**src/rtl/wdt_pkg.sv**
```systemverilog
// Shared constants for the BCD watchdog.
// Assumes a 4-bit register address space and byte-wide registers.
package wdt_pkg;
    localparam int DIGIT_W = 4;
    localparam int BYTE_W  = 8;
    localparam int BCD_MAX = 9;
endpackage

```
**src/rtl/wdt_bcd_dec.sv**
```systemverilog
// Combinational BCD decrement by one across DIGITS digits.
// Also flags a value of exactly one and a value of zero.
// Assumes every input digit is a valid BCD digit.
module wdt_bcd_dec
    import wdt_pkg::*;
#(
    parameter int DIGITS = 4
) (
    input  logic [DIGITS*DIGIT_W-1:0] val,
    output logic [DIGITS*DIGIT_W-1:0] nxt,
    output logic                      is_one,
    output logic                      is_zero
);
    localparam int W = DIGITS * DIGIT_W;

    // Ripple the borrow from the lowest digit upward.
    always_comb begin
        logic               brw;
        logic [DIGIT_W-1:0] d;
        brw = 1'b1;
        nxt = '0;
        for (int i = 0; i < DIGITS; i++) begin
            d = val[i*DIGIT_W +: DIGIT_W];
            if (!brw) begin
                nxt[i*DIGIT_W +: DIGIT_W] = d;
            end else if (d == '0) begin
                nxt[i*DIGIT_W +: DIGIT_W] = DIGIT_W'(BCD_MAX);
            end else begin
                nxt[i*DIGIT_W +: DIGIT_W] = d - 1'b1;
                brw = 1'b0;
            end
        end
    end

    // Terminal-value detection.
    assign is_one  = (val == W'(1));
    assign is_zero = (val == '0);
endmodule

```
**src/rtl/wdt_regs.sv**
```systemverilog
// Period registers, status read-back and service (kick) detection.
// Any access to a period byte raises kick for one cycle, one cycle later.
// Assumes single-cycle bus_valid strobes.
module wdt_regs
    import wdt_pkg::*;
#(
    parameter int DIGITS    = 4,
    parameter int ADDR_W    = 4,
    parameter int BASE_ADDR = 12,
    parameter int FLAG_ADDR = 11,
    parameter int FLAG_BIT  = 1
) (
    input  logic                      clk,
    input  logic                      rst_n,
    input  logic                      bus_valid,
    input  logic                      bus_write,
    input  logic [ADDR_W-1:0]         bus_addr,
    input  logic [BYTE_W-1:0]         bus_wdata,
    input  logic                      flag,
    output logic [BYTE_W-1:0]         bus_rdata,
    output logic [DIGITS*DIGIT_W-1:0] period,
    output logic                      kick
);
    localparam int BYTES = DIGITS / 2;

    logic [BYTES-1:0][BYTE_W-1:0] period_q;
    logic [BYTES-1:0]             hit;

    genvar g;
    generate
        for (g = 0; g < BYTES; g++) begin : g_byte
            assign hit[g] = bus_valid && (bus_addr == ADDR_W'(BASE_ADDR + g));

            // Store the written digit pair of this byte.
            always_ff @(posedge clk) begin
                if (!rst_n)
                    period_q[g] <= '0;
                else if (hit[g] && bus_write)
                    period_q[g] <= bus_wdata;
            end
        end
    endgenerate

    // Register the service strobe so the reload sees the updated period.
    always_ff @(posedge clk) begin
        if (!rst_n)
            kick <= 1'b0;
        else
            kick <= |hit;
    end

    // Read mux: programmed period bytes and the status byte.
    always_comb begin
        bus_rdata = '0;
        for (int i = 0; i < BYTES; i++)
            if (bus_addr == ADDR_W'(BASE_ADDR + i))
                bus_rdata = period_q[i];
        if (bus_addr == ADDR_W'(FLAG_ADDR))
            bus_rdata[FLAG_BIT] = flag;
    end

    assign period = period_q;
endmodule

```
**src/rtl/wdt_count.sv**
```systemverilog
// BCD down-counter, loaded on kick and self-reloading at expiry.
// expire is a one-cycle strobe, suppressed in a kick cycle.
// Assumes the period holds valid BCD digits.
module wdt_count
    import wdt_pkg::*;
#(
    parameter int DIGITS = 4
) (
    input  logic                      clk,
    input  logic                      rst_n,
    input  logic                      tick,
    input  logic                      kick,
    input  logic [DIGITS*DIGIT_W-1:0] period,
    output logic                      expire
);
    logic [DIGITS*DIGIT_W-1:0] count_q;
    logic [DIGITS*DIGIT_W-1:0] count_nxt;
    logic                      at_one;
    logic                      at_zero;
    logic                      active;

    wdt_bcd_dec #(.DIGITS(DIGITS)) u_dec (
        .val     (count_q),
        .nxt     (count_nxt),
        .is_one  (at_one),
        .is_zero (at_zero)
    );

    assign active = (period != '0);
    assign expire = tick && active && !kick && at_one;

    // Reload on service or expiry, otherwise step down on each tick.
    always_ff @(posedge clk) begin
        if (!rst_n)
            count_q <= '0;
        else if (kick)
            count_q <= period;
        else if (tick && active)
            count_q <= (at_one || at_zero) ? period : count_nxt;
    end
endmodule

```
**src/rtl/wdt_flag.sv**
```systemverilog
// Alarm flag with level or fixed-length pulse behaviour.
// Clear wins over a set in the same cycle.
// Assumes PULSE_CYCLES of at least 2.
module wdt_flag #(
    parameter int PULSE_CYCLES = 8
) (
    input  logic clk,
    input  logic rst_n,
    input  logic expire,
    input  logic clear,
    input  logic pulse_mode,
    output logic flag
);
    localparam int PCW = $clog2(PULSE_CYCLES);

    logic [PCW-1:0] pcnt_q;

    // Set on expiry, clear on service, time out in pulse mode.
    always_ff @(posedge clk) begin
        if (!rst_n) begin
            flag   <= 1'b0;
            pcnt_q <= '0;
        end else if (clear) begin
            flag   <= 1'b0;
        end else if (expire) begin
            flag   <= 1'b1;
            pcnt_q <= PCW'(PULSE_CYCLES - 1);
        end else if (flag && pulse_mode) begin
            if (pcnt_q == '0)
                flag <= 1'b0;
            else
                pcnt_q <= pcnt_q - 1'b1;
        end
    end
endmodule

```
**src/rtl/wdt_bcd_watchdog.sv**
```systemverilog
// Top level of the BCD watchdog: registers, counter and flag.
// The interrupt request follows the flag.
// Assumes tick_100hz is a one-cycle strobe synchronous to clk.
module wdt_bcd_watchdog
    import wdt_pkg::*;
#(
    parameter int DIGITS       = 4,
    parameter int ADDR_W       = 4,
    parameter int BASE_ADDR    = 12,
    parameter int FLAG_ADDR    = 11,
    parameter int FLAG_BIT     = 1,
    parameter int PULSE_CYCLES = 8
) (
    input  logic              clk,
    input  logic              rst_n,
    input  logic              tick_100hz,
    input  logic              pulse_mode,
    input  logic              bus_valid,
    input  logic              bus_write,
    input  logic [ADDR_W-1:0] bus_addr,
    input  logic [BYTE_W-1:0] bus_wdata,
    output logic [BYTE_W-1:0] bus_rdata,
    output logic              wdog_flag,
    output logic              wdog_irq
);
    logic [DIGITS*DIGIT_W-1:0] period_w;
    logic                      kick_w;
    logic                      expire_w;

    wdt_regs #(
        .DIGITS(DIGITS), .ADDR_W(ADDR_W), .BASE_ADDR(BASE_ADDR),
        .FLAG_ADDR(FLAG_ADDR), .FLAG_BIT(FLAG_BIT)
    ) u_regs (
        .clk       (clk),
        .rst_n     (rst_n),
        .bus_valid (bus_valid),
        .bus_write (bus_write),
        .bus_addr  (bus_addr),
        .bus_wdata (bus_wdata),
        .flag      (wdog_flag),
        .bus_rdata (bus_rdata),
        .period    (period_w),
        .kick      (kick_w)
    );

    wdt_count #(.DIGITS(DIGITS)) u_count (
        .clk    (clk),
        .rst_n  (rst_n),
        .tick   (tick_100hz),
        .kick   (kick_w),
        .period (period_w),
        .expire (expire_w)
    );

    wdt_flag #(.PULSE_CYCLES(PULSE_CYCLES)) u_flag (
        .clk        (clk),
        .rst_n      (rst_n),
        .expire     (expire_w),
        .clear      (kick_w),
        .pulse_mode (pulse_mode),
        .flag       (wdog_flag)
    );

    assign wdog_irq = wdog_flag;
endmodule

```
**config.mk**
```make
export PLATFORM = sky130hd
export DESIGN_NAME = wdt_bcd_watchdog
export DESIGN_NICKNAME = d
export VERILOG_FILES = /design/src/rtl/wdt_pkg.sv /design/src/rtl/wdt_bcd_dec.sv /design/src/rtl/wdt_regs.sv /design/src/rtl/wdt_count.sv /design/src/rtl/wdt_flag.sv /design/src/rtl/wdt_bcd_watchdog.sv
export SDC_FILE = /design/constraint.sdc
export NUM_CORES = 1
export LEC_CHECK = 0
export BUFFER_PORTS_ARGS = -buffer_cell sky130_fd_sc_hd__buf_2
export CAP_MARGIN = 5
export CORE_UTILIZATION = 30
export DETAILED_ROUTE_END_ITERATION = 7
export PLACE_DENSITY_LB_ADDON = 0.1
export SETUP_SLACK_MARGIN = 0.3
export SYNTH_ARGS = -nofsm -noshare
export SYNTH_HDL_FRONTEND = slang
export SYNTH_SLANG_ARGS = --single-unit
```
**constraint.sdc**
```tcl
create_clock -name clk -period 2.2 [get_ports clk]
set_input_delay 0.22 -clock clk [delete_from_list [all_inputs] [get_ports clk]]
set_output_delay 0.22 -clock clk [all_outputs]
set_load 0.02 [all_outputs]
```
* Yosys cells after proc, flatten, opt, wreduce, memory -nomap -nowiden
Index checks and enable logic that the tools add are counted.
** Word-level totals
- Output and inout bits :: 10
- Flip-flop bits (word level) :: 37
- Bits of input ports :: 18
- Logic and storage cells :: 75
** Cells by class
- Mux-type cells :: 24
- Eq/ne operators :: 5
- Add/sub/neg operators :: 5
- Bitwise logic cells :: 2
- Reduce and logical (&&, ||, !) cells :: 30
** Operators with widths (number)
- two-way mux 16 bit :: 3
- two-way mux 4 bit :: 7
- == test 16 x 1 -> 1 bit (second input constant) :: 1
- logical NOT 16 bit :: 1
- logical NOT 4 bit :: 4
- two-way mux 8 bit :: 2
- nonzero test 16 bit :: 1
- subtractor 4 x 1 -> 4 bit (second input constant) :: 4
- == test 4 bit (second input constant) :: 3
- two-way mux 1 bit :: 9
- two-way mux 3 bit :: 3
- nonzero test 3 bit :: 3
- logical AND 1 bit :: 8
- AND reduction 2 bit :: 4
- nonzero test 2 bit :: 3
- OR reduction 2 bit :: 2
- logical NOT 3 bit :: 1
- AND reduction 3 bit :: 1
- subtractor 3 x 1 -> 3 bit (second input constant) :: 1
- inequality test 2 bit (second input constant) :: 1
- NOT 1 bit :: 2
- logical NOT 1 bit :: 1
- logical OR 1 bit :: 1

* Longest topological paths before layout
- Depth in word-level cells :: 8
- Gate-level depth with buffers :: 7
- Depth with buffers taken out :: 7

* Cells and area by module
Synthesis repeated with hierarchy kept, for this count alone.
** Second synthesis, totals
- Cell total of the unflattened synthesis :: 252
- Area total of the unflattened synthesis :: 2302.2 um^2
** By module, submodules not included
- wdt_count :: seq. area each 320.3 um^2, times used 1, area an instance 895.9 um^2, cells an instance 82
- wdt_regs :: seq. area each 340.3 um^2, times used 1, area an instance 832.0 um^2, cells an instance 86
- wdt_bcd_dec :: seq. area each 0.0 um^2, times used 1, area an instance 320.3 um^2, cells an instance 52
- wdt_flag :: seq. area each 80.1 um^2, times used 1, area an instance 246.5 um^2, cells an instance 31
- wdt_bcd_watchdog :: seq. area each 0.0 um^2, times used 1, area an instance 7.5 um^2, cells an instance 1

* Least setup slack after synthesis
Ideal clock, no wire load.
- Path type :: register to register
- Start point :: reg u_count.count_q[8]
- End point :: reg u_count.count_q[6]
- Path slack :: 0.360 ns
- Required time :: 2.075 ns
- Data arrival time :: 1.716 ns
- Buffers on the path :: 0
- Period minus slack after synthesis :: 1.840 ns
- Stages on the path, launching flop included :: 6
- Library setup time :: 0.125 ns
- Cells stage by stage :: dfxtp_1 > or4_4 > nor4_2 > o21ai_1 > o311ai_1 > a21boi_1
** On the way
- Word-level cells in the longest chain between the ends :: 5
- Elaborated cells between the ends (all ways) :: 8
- Classes of those cells :: eq/ne (1); mux (3); reduce/logical (4)
** RTL lines
- start: declaration :: RTL line wdt_count.sv:16 : logic [DIGITS*DIGIT_W-1:0] count_q;
- start signal: assignment :: RTL line wdt_count.sv:37 : count_q <= period;
- start signal: assignment :: RTL line wdt_count.sv:39 : count_q <= (at_one || at_zero) ? period : count_nxt;
- == test 16 x 1 -> 1 bit / logical NOT 16 bit (equally long branches) :: RTL line wdt_bcd_dec.sv:36, wdt_bcd_dec.sv:37
- logical OR 1 bit * :: RTL line wdt_count.sv:39
- two-way mux 16 bit :: RTL line wdt_count.sv:39
- two-way mux 16 bit :: RTL line wdt_count.sv:38 : else if (tick && active)
- two-way mux 16 bit :: RTL line wdt_count.sv:36 : else if (kick)
Mark *: on every way between the ends. The rest lies on a longest branch, timed or not. The select of a mux whose other input is x is not followed.
A chain may end at the register's enable or synchronous reset.

* Worst setup path after layout
- Start point :: reg u_count.count_q[3]
- End point :: reg u_count.count_q[9]
** On the way
- Word-level cells in the longest chain between the ends :: 5
- Elaborated cells between the ends (all ways) :: 11
- Classes of those cells :: eq/ne (1); mux (5); reduce/logical (5)
** RTL lines
- == test 16 x 1 -> 1 bit, or another cell as far along :: RTL line wdt_bcd_dec.sv:36 : assign is_one = (val == W'(1));
- logical OR 1 bit / two-way mux 1 bit (equally long branches) :: RTL line wdt_count.sv:39, wdt_bcd_dec.sv:26
- two-way mux 16 bit / two-way mux 1 bit (equally long branches) :: RTL line wdt_count.sv:39, wdt_bcd_dec.sv:24
- two-way mux 16 bit / nonzero test 3 bit (equally long branches)
- two-way mux 16 bit / AND reduction 2 bit (equally long branches)
Parallel ways exist; a longest one is shown, timed or not. The select of a mux whose other input is x is not followed.

==> results.txt <==
The area share of the leading cell type in the synthesized netlist is between 30% and 40%. Counting flops with an async set or reset pin after synthesis yields a share of 0%. The count of final setup violators came out at 0. The critical path buffer and inverter count is 1. The top-level port count came out at 28. Yosys instantiated no cell more often than dfxtp_1. The number of H-tree levels came out at 2. After synthesis, the cell types taking the most area are dfxtp_1 34%, mux2i_1 12%, nor2b_1 5.1%. The hold violation total from the final report came out at 0.

The number of stages on the worst hold path came out at 3. The relative slew slack came out at approximately two thirds. The time the worst path needs with I/O delays and setup came out at just under 2 ns. The synthesized netlist occupies a cell area of around 2200 µm². The layout has approximately 740 filler cells. The number of global-route vias before repair is 1889.

The max-capacitance violation count came out at 0. The number of antenna violations at the first check in global routing is 0. The DRC violations left is 0. The clock tree from TritonCTS is built. The worst hold path terminates at u_regs.period[14]. Hold timing on the final database bottoms out at a slack of 0.1957 ns. The number of placement rows is 30. The number of slew-limit violations in the final report is 0. After layout, the worst path uses between 80% and 90% of the clock period.

The areal power density over the cells is 596.6 nW/µm². By startpoint and endpoint, the worst setup path is classified as reg2reg. The detail route stage leaves a number of antenna-violating nets equal to 0. The summed negative setup slack over all endpoints came out at 0 ns. The run finished with clean final reports. Walking the worst path, the cells encountered are or4_4 -> o41ai_4 -> buf_6 -> a21oi_2 -> or2_1 -> a21boi_1.

The mean post-synth cell area came out at around 8.7 µm². The post-synthesis sequential element count came out at 37. Setup repair after global routing could not meet its margin everywhere. The number of warnings issued by yosys is 0. The area growth from synthesis to layout is 25.46%. For flop-to-flop paths, the worst setup slack is 0.25 ns. The capturing element type of the critical path is a register. For this configuration, the core starts out at a cell density of between 30% and 40%. The static leakage power is 1.085 nW. The starting DRC count in detailed routing came out at 92.

The first global-routing pass estimated 9653 µm of wire. For this run, the leading register cell type out of synthesis is dfxtp_1. The detailed-routing iteration count for the pre-antenna-repair pass came out at 4. The number of flops mapped to enable cells by yosys is 0. The number of buffers inserted by port buffering came out at 27.

The sequential-to-total area share from yosys stat came out at between 30% and 40%. The path class of the tightest hold or removal check is in2reg. Detailed placement finished with a half-perimeter wire length of about 4200 µm. The final design instance area without fill is 2744 µm².

The worst register-to-register path has a depth of 6. The startpoint identified for the worst hold timing path is bus_wdata[6]. The final layout contains routed wiring with a total length of slightly below 6000 µm. The number of different library cells in the post-synthesis netlist came out at 57. For this run, the total global-route usage over all layers was measured as 16.53%. The master cell of the clock root buffer is clkbuf_8. The die covers about 7600 µm². The sum of overflow across all layers after global routing came out at 0.

For this design, the slowest cell found on the critical path is or4_4. The layout cell share with drive strength beyond 1 is between 20% and 30%. The maximum VDD drop is ~0.27 mV. The number of nets in the layout came out at between 300 and 400. The core box area came out at about 6900 µm². Between clock sinks in the finished design, the worst skew comes to approximately 0.006 ns. The source-to-sink clock delay at the later pin of the worst-skew pair came out at around 0.29 ns. STA classifies the critical path startpoint as a register. The post-detailed-route via-to-cell ratio came out at between 5 and 6. The number of buffers on the longest clock path came out at 2. The number of nets handed over by synthesis was 270. The longest individual stage delay on the worst path came out at around 0.57 ns.

The largest net degree at the start of global routing is 29. The actual slew at the worst max-slew pin came out at between 0.4 and 0.5 ns. The average wire length per cell after detail routing came out at 14.84 µm. Along the worst path, the maximum fanout reaches 6. The clock-pin slew of the registers on the worst-case setup and hold paths came out at roughly 0.08 ns. The number of antenna repair diodes came out at 0.

The overall via count from detail_route is between 1500 and 2000. Summed over all instances, the cell type with the most area after synthesis is dfxtp_1. Measured along the y axis, the die boundary spans between 80 and 90 µm.

Sorting the synthesized cells by how often they occur yields 37 x dfxtp_1, 26 x mux2i_1, 19 x nor2_1. Once routing completed, OpenROAD measured the worst setup slack at around 0.25 ns. Static timing analysis puts the maximum clock frequency at 513.0 MHz. The clock drives 37 sinks. Clock tree synthesis inserted a total of 5 buffers.

In this run the critical register-to-register path is launched from u_count.count_q[3]. Prior to clock tree synthesis, the placed netlist has a worst setup slack of slightly above 0.2 ns. Measured along the x axis, the die boundary spans 87.39 µm. The endpoint identified for the worst register-to-register timing path is u_count.count_q[9]. The placed cell area is about 2500 µm². Data on the critical path is required at its endpoint by approximately 2.4 ns. Broken down by cell family, the worst path's largest delay share belongs to simple AND/OR/NAND/NOR gates.

The arrival time at the worst endpoint is between 2 and 2.5 ns. The cell count after synthesis came out at 250. The final RePlAce weighted congestion came out at between 0.7 and 0.8.
[cell usage in the layout, fill, tap and decap left out, drive strengths merged, types with 7 or more instances in the layout]
cell type and n:
mux2i 26, o21ai 13, a21boi 8, nor2b 18, nor4 13, nand3 8
nand2 16, dfxtp 37, inv 7, buf 51, nor2 19
[flip-flops by register name, indices dropped and copies added, names as in the netlist]
| signal | flops |
|---|---|
| u_regs.kick | 1 |
| u_count.count_q | 16 |
| u_flag.flag | 1 |
| u_regs.period | 16 |
| u_flag.pcnt_q | 3 |
[cell type report]
cell class	instances	area [µm²]	share of cell area, %
inverters	7	26.28	0.9576
clock buffers	6	82.58	3.010
well taps	96	120.1	4.378
multi-input cells	193	1410	51.39
flip-flops and latches	37	750.7	27.36
clock inverters	2	37.54	1.368
repair buffers	51	316.6	11.54
[report_power, final]
part           leakage [nW]  switching (mW)  total [mW]  internal (mW)
registers             0.302          0.0124       0.690          0.678
clock network        0.0574           0.267       0.636          0.369
logic                 0.726           0.163       0.311          0.147
[cells by family (layout without fill, tap and decap cells)]
logic type      Yosys count  after routing  share of synthesized area [%]
simple gates            106            106                          28.32
buf+inv                  20             66                          4.176
xor+xnor                  2              2                         0.8011
flops                    37             37                          33.87
fa+ha+maj                 2              2                          1.144
compound gates           56             56                          19.28
mux                      27             27                          12.41
[worst max path at each step]
stage / from / to / slack (ns) / cells past startpoint
floorplan: u_count.count_q[8] / u_count.count_q[6] / 0.36 / 5
global placement: u_count.count_q[8] / u_count.count_q[9] / 0.23 / 6
detailed placement: u_count.count_q[8] / u_count.count_q[9] / 0.21 / 6
CTS: u_count.count_q[13] / u_count.count_q[9] / 0.28 / 6
global route: u_count.count_q[13] / u_count.count_q[6] / 0.20 / 5
finish: u_count.count_q[3] / u_count.count_q[9] / 0.25 / 6
[worst reg2reg max path, cell delays in order, from the launching register on]
cell and delay [ns]:
dfxtp_2 0.35, or4_4 0.58, o41ai_4 0.41, buf_6 0.18
a21oi_2 0.05, or2_1 0.21, a21boi_1 0.11
[routing by layer]
metal | vias to the layer above | global-route usage [%] | share of wire (%)
met5 | - | 0 | 0
met2 | 28 | 26.49 | 45
li1 | 1019 | - | -
met1 | 942 | 22.60 | 51
met3 | 6 | 3.033 | 2.6
met4 | 0 | 4.620 | 0.96
[metrics by stage]
step | power, mW | util, % | instances
final | 1.637 | 39.73 | 392
after global routing | 1.711 | 39.73 | 392
after CTS | 1.632 | 38.75 | 390
after detailed placement | 0.9794 | 36.27 | 377
after global placement | 0.9817 | 36.27 | 377
after floorplan | 0.8921 | - | 250
[repair_timing]
item,in CTS,in global routing
pin swaps,4,7
resized for setup,8,13
buffers inserted,4,2
setup endpoints to repair,10,16
cloned,1,0
hold buffers,0,0
Note: power is estimated with default switching activity, not from simulation.
